<file path="config.mk">
export PLATFORM = sky130hd
export DESIGN_NAME = pwm_dbuf_gen
export DESIGN_NICKNAME = d
export VERILOG_FILES = /design/src/rtl/pwm_pkg.sv /design/src/rtl/pwm_step_counter.sv /design/src/rtl/pwm_cmp_buffer.sv /design/src/rtl/pwm_toggle_out.sv /design/src/rtl/pwm_dbuf_gen.sv
export SDC_FILE = /design/constraint.sdc
export NUM_CORES = 1
export LEC_CHECK = 0
export ABC_AREA = 0
export BUFFER_PORTS_ARGS = -buffer_cell sky130_fd_sc_hd__buf_4
export CAP_MARGIN = 25
export CORE_MARGIN = 1
export CORE_UTILIZATION = 36
export CTS_CLUSTER_DIAMETER = 120
export DETAILED_ROUTE_END_ITERATION = 6
export PLACE_DENSITY = 0.59
export SLEW_MARGIN = 0
export SYNTH_ARGS = -nofsm -noshare
export SYNTH_HDL_FRONTEND = slang
export SYNTH_HIERARCHICAL = 1
export SYNTH_SLANG_ARGS = --single-unit
</file>
<file path="constraint.sdc">
create_clock -name clk -period 2.7 [get_ports clk]
set_clock_uncertainty 0.2 [all_clocks]
set_input_delay 0.54 -clock clk [delete_from_list [all_inputs] [get_ports clk]]
set_output_delay 0.54 -clock clk [all_outputs]
set_load 0.01 [all_outputs]
</file>
<file path="src/rtl/pwm_pkg.sv">
// Package: shared event type for the double-buffered PWM generator.
// Assumes: every event flag is single-cycle and qualified in the top module.
package pwm_pkg;

    // Events decoded once per cycle by the top module
    typedef struct packed {
        logic start;   // first cycle after run rises
        logic step;    // counter advances this cycle
        logic wrap;    // step taken at the maximum count
        logic match;   // step taken at the active compare value
    } pwm_evt_t;

endpackage

</file>
<file path="src/rtl/pwm_step_counter.sv">
// Module: free-running up-counter that wraps at its maximum value.
// Assumes: clear takes priority over step; reset is synchronous, active low.
module pwm_step_counter #(
    parameter int W = 8
) (
    input  logic         clk,
    input  logic         rst_n,
    input  logic         clear,
    input  logic         step,
    output logic [W-1:0] count,
    output logic         at_max
);
    localparam logic [W-1:0] ONE = {{(W-1){1'b0}}, 1'b1};
    localparam logic [W-1:0] MAX = {W{1'b1}};

    logic [W-1:0] cnt_q;

    // Advance on step, wrap to zero after the maximum, clear when stopped
    always_ff @(posedge clk) begin
        if (!rst_n || clear)
            cnt_q <= '0;
        else if (step)
            cnt_q <= (cnt_q == MAX) ? '0 : cnt_q + ONE;
    end

    assign count  = cnt_q;
    assign at_max = (cnt_q == MAX);
endmodule

</file>
<file path="src/rtl/pwm_cmp_buffer.sv">
// Module: two-stage compare buffer (front stage written by software,
// active stage used by the comparator).
// Assumes: load is asserted only at a period boundary or at start; a write
// in the same cycle as a load lands in the front stage for the next period.
module pwm_cmp_buffer #(
    parameter int W = 8
) (
    input  logic         clk,
    input  logic         rst_n,
    input  logic         wr_en,
    input  logic [W-1:0] wr_data,
    input  logic         load,
    output logic [W-1:0] act_val
);
    logic [W-1:0] front_q;
    logic [W-1:0] act_q;

    // Front stage: capture every write; the last write in a period wins
    always_ff @(posedge clk) begin
        if (!rst_n)
            front_q <= '0;
        else if (wr_en)
            front_q <= wr_data;
    end

    // Active stage: shift from the front stage only on load
    always_ff @(posedge clk) begin
        if (!rst_n)
            act_q <= '0;
        else if (load)
            act_q <= front_q;
    end

    assign act_val = act_q;
endmodule

</file>
<file path="src/rtl/pwm_toggle_out.sv">
// Module: toggle flip-flop and overflow interrupt register.
// Assumes: toggle is already the parity of match and wrap events, so a
// coincident match and wrap leave the flip-flop unchanged.
module pwm_toggle_out (
    input  logic clk,
    input  logic rst_n,
    input  logic clear,
    input  logic toggle,
    input  logic wrap,
    output logic pwm_n,
    output logic ovf_irq
);
    logic ff_q;
    logic irq_q;

    // Output flip-flop: flip on an odd number of events, clear when stopped
    always_ff @(posedge clk) begin
        if (!rst_n || clear)
            ff_q <= 1'b0;
        else if (toggle)
            ff_q <= ~ff_q;
    end

    // Interrupt: one-cycle pulse following each wrap step
    always_ff @(posedge clk) begin
        if (!rst_n)
            irq_q <= 1'b0;
        else
            irq_q <= wrap;
    end

    assign pwm_n   = ~ff_q;
    assign ovf_irq = irq_q;
endmodule

</file>
<file path="src/rtl/pwm_dbuf_gen.sv">
// Module: top of the double-buffered toggle PWM generator.
// Assumes: run is synchronous to clk; the cycle in which run rises is spent
// loading the active stage, so the counter starts stepping one cycle later.
module pwm_dbuf_gen #(
    parameter int W = 8
) (
    input  logic         clk,
    input  logic         rst_n,
    input  logic         cnt_en,
    input  logic         run,
    input  logic         wr_en,
    input  logic [W-1:0] wr_data,
    output logic         pwm_n,
    output logic         ovf_irq,
    output logic [W-1:0] count
);
    import pwm_pkg::*;

    logic         run_q;
    logic         at_max;
    logic [W-1:0] act_cmp;
    pwm_evt_t     evt;

    // Run history: marks the first cycle after run rises
    always_ff @(posedge clk) begin
        if (!rst_n)
            run_q <= 1'b0;
        else
            run_q <= run;
    end

    // Event decode for this cycle
    always_comb begin
        evt.start = run & ~run_q;
        evt.step  = run & run_q & cnt_en;
        evt.wrap  = evt.step & at_max;
        evt.match = evt.step & (count == act_cmp);
    end

    pwm_step_counter #(.W(W)) u_cnt (
        .clk    (clk),
        .rst_n  (rst_n),
        .clear  (~run),
        .step   (evt.step),
        .count  (count),
        .at_max (at_max)
    );

    pwm_cmp_buffer #(.W(W)) u_buf (
        .clk     (clk),
        .rst_n   (rst_n),
        .wr_en   (wr_en),
        .wr_data (wr_data),
        .load    (evt.start | evt.wrap),
        .act_val (act_cmp)
    );

    pwm_toggle_out u_out (
        .clk     (clk),
        .rst_n   (rst_n),
        .clear   (~run),
        .toggle  (evt.match ^ evt.wrap),
        .wrap    (evt.wrap),
        .pwm_n   (pwm_n),
        .ovf_irq (ovf_irq)
    );
endmodule

</file>
==> flow_summary.yaml <==
sta:
  rsz0062_at_grt: "no"
  final.setup.tns_ps: 0
  period_share_pct: 83.75
  setup_viol: 0
  worstMarginPinSlew_ps: 501.7
  hold_viol: 0
  slew_viol_final: 0
  hold_ws_ps: 222.0
  clock.fmax_mhz: 442.2
  relSlewSlack_pct: 66.30
  layout_min_cycle_time_ps: 2261
  timing.final.ws_setup_ps: 438.7
cells_and_area:
  area_growth_pct: 18.60
  fillerInstances: 315
  multiInputGateArea_um2: 626.9
  drive_gt1_share_pct: 21.53
  diodes: 0
  regArea_um2: 540.5
  nNetsFinal: 159
floorplanning:
  dieWidth_um: 60.15
  dieArea_um2: 3618
  core_um2: 3128
  die_y_um: 60.15
  io_pins: 23
  rows: 20
  start_util_pct: 38.92
worst_setup_path:
  crit_buf_inv: 1
  end_kind: "flip-flop"
  critPathMaxFanout: 8
  worstPathCellList: "ha_1 > nand2_1 > nor3_1 > nand2_1 > a21oi_1 > buf_4 > mux2i_1 > nor2b_1"
  crit_path_start_kind: "flip-flop"
  critPathTopFamily: "simple AND/OR/NAND/NOR gates"
  cp_common_cell: "nand2_1"
  slowest_stage: "dfxtp_1"
  cp_data_required_time_ps: 2750
  critPathKind: "reg2reg"
  cpPeakStageDelay_ps: 480
  cp_data_arrival_time_ps: 2310
synth:
  synth_top_area_share_pct: 44.40
  synth-async-reset-ratio_pct: 0
  synth_warnings: 6
  synth_common_cells: "dfxtp_1, mux2i_1, nor2b_1"
  yosysMostFrequentCell: "dfxtp_1"
  ys_ff_latch: 27
  ys.flop_type: "dfxtp_1"
  synth_edf_count: 0
  netlist_area_um2: 1217
  synth.avg_cell_area_um2: 10.15
  ys_top_cells_by_area: "dfxtp_1, mux2i_1, nor2b_1"
  seq_area_frac_synth_pct: 44.40
  synth_cell_type_count: 28
  syn-num-nets: 134
  synth_top_area_cell: "dfxtp_1"
  syn_inst: 120
place:
  post-dp-hpwl_um: 1771
  place_congestion: 0.8710
  dp_slack_ps: 418.7
  portBuffers: 22
routing:
  post-route-drc-count: 0
  drt_iter0_drc: 29
  wl_per_cell_um: 12.42
  vias: 880
  via_per_inst: 4.681
  drtPass1Iterations: 4
  ant_nets: 0
  routed_wl_um: 2335
clock_tree:
  cts_max_path_buffers: 2
  cts_inserted_buffers: 3
  cts_max_level: 1
  cts_tree: "done"
  clkSinkCount: 27
  postCtsSetupRepairBufs: 0
  cts_resized: 0
  cts.clk_slew.worst_paths_ps: 150
  ctsHoldBuffers: 0
  root_buffer: "clkbuf_4"
  insertion_delay_ps: 330
pwr:
  power.total_w: 0.0006664
  combinationalPowerShare_pct: 9.8
  switching_share_pct: 24.20
  ir_drop_uv: 183.5
  p_sw_w: 0.0001613
  p_leak_nw: 0.5716
  power_density_nw_per_um2: 461.5
  internal_power_w: 0.0005051
  seqPwrFrac_pct: 62.8
  pwr-share-clk_pct: 27.4
outcome:
  run_status: "finished clean"
global_routing:
  overflow: 0
  grt_max_degree: 22
  grt_antenna_before_repair: 0
  grt_pass1_vias: 895
  grt.total_usage_pct: 15.31
  grt_pass1_wl_um: 4043
worst_hold_path:
  hold_path.class: "in2reg"
run:
  cap_violations: 0
worst reg2reg max path: cells and delay by family, from the launching register on:
kind	cells	cell delay (ps)
AOI/OAI and AO/OA	1	180
adders and majority gates	1	260
buffers and inverters	1	210
DFF	1	480
muxes	1	200
and+or+nand+nor	4	640
path summary, 6_finish.rpt:
kind              depth (start not counted)               end             start  slack [ps]
setup reg to reg                          8  u_buf/act_val[6]    u_cnt/count[0]         440
hold reg to reg                           2  u_buf/front_q[3]  u_buf/front_q[3]         340
setup / recovery                          8  u_buf/act_val[6]    u_cnt/count[0]         440
hold / removal                            2             run_q               run         220
per-stage QoR:
step                area, um2  cells  utilization [%]
global placement         1414    184            45.20
CTS                      1444    188            46.16
floorplan                1217    120                -
global route             1444    188            46.16
detailed placement       1414    184            45.20
finish                   1444    188            46.16
metal layers:
layer	wire, um	global-route usage, %
met1	1085	20.45
met2	1138	23.86
met3	63	1.948
met4	48	7.973
met5	0	0
power by group through the flow:
| stage | sequential (W) | combinational, W | clock (W) |
|---|---|---|---|
| CTS | 0.000419 | 0.0000662 | 0.000188 |
| floorplan | 0.000425 | 0.0000462 | 0 |
| detailed placement | 0.000427 | 0.0000660 | 0 |
| finish | 0.000419 | 0.0000652 | 0.000183 |
| global placement | 0.000427 | 0.0000633 | 0 |
| global route | 0.000420 | 0.0000730 | 0.000204 |
flip-flops by register name (all words and copies together) (netlist names):
| name | cells |
|---|---|
| u_buf/act_val | 8 |
| u_out/ff_q | 1 |
| u_out/ovf_irq | 1 |
| u_buf/front_q | 8 |
| u_cnt/count | 8 |
| run_q | 1 |
cell usage in the layout (no fill, tap or decap), drive strengths merged:
| cell type | netlist | layout |
|---|---|---|
| a211o | 1 | 1 |
| a21boi | 1 | 1 |
| a21oi | 3 | 3 |
| and2 | 3 | 3 |
| and2b | 1 | 1 |
| and3 | 2 | 2 |
| buf | 4 | 24 |
| clkbuf | 0 | 3 |
| clkinvlp | 0 | 1 |
| dfxtp | 27 | 27 |
| ha | 1 | 1 |
| inv | 3 | 3 |
| mux2i | 17 | 17 |
| nand2 | 4 | 4 |
| nand2b | 2 | 2 |
| nand3 | 2 | 2 |
| nand3b | 1 | 1 |
| nand4 | 5 | 5 |
| nor2 | 4 | 4 |
| nor2b | 16 | 16 |
| nor3 | 1 | 1 |
| nor3b | 1 | 1 |
| o21ai | 4 | 4 |
| o22ai | 1 | 1 |
| o31ai | 1 | 1 |
| or3 | 3 | 3 |
| xnor2 | 9 | 9 |
| xor2 | 3 | 3 |
area by class of cell:
type / count / area share [%]
multi-input cells: 86 / 43.41
flip-flops and latches: 27 / 37.44
repair buffers: 24 / 12.48
well taps: 44 / 3.813
clock buffers: 3 / 1.560
inverters: 3 / 0.7799
clock inverters: 1 / 0.5199
cells by family after synthesis:
kind of cell | after synthesis | share of synthesized area (%)
DFF | 27 | 44.40
AOI/OAI and AO/OA | 11 | 5.345
and+or+nand+nor | 45 | 22.51
muxes | 17 | 13.98
buffers and inverters | 7 | 4.110
adders and majority gates | 1 | 1.028
xor gates and xnor gates | 12 | 8.634
Note: power is estimated with default switching activity, not from simulation.
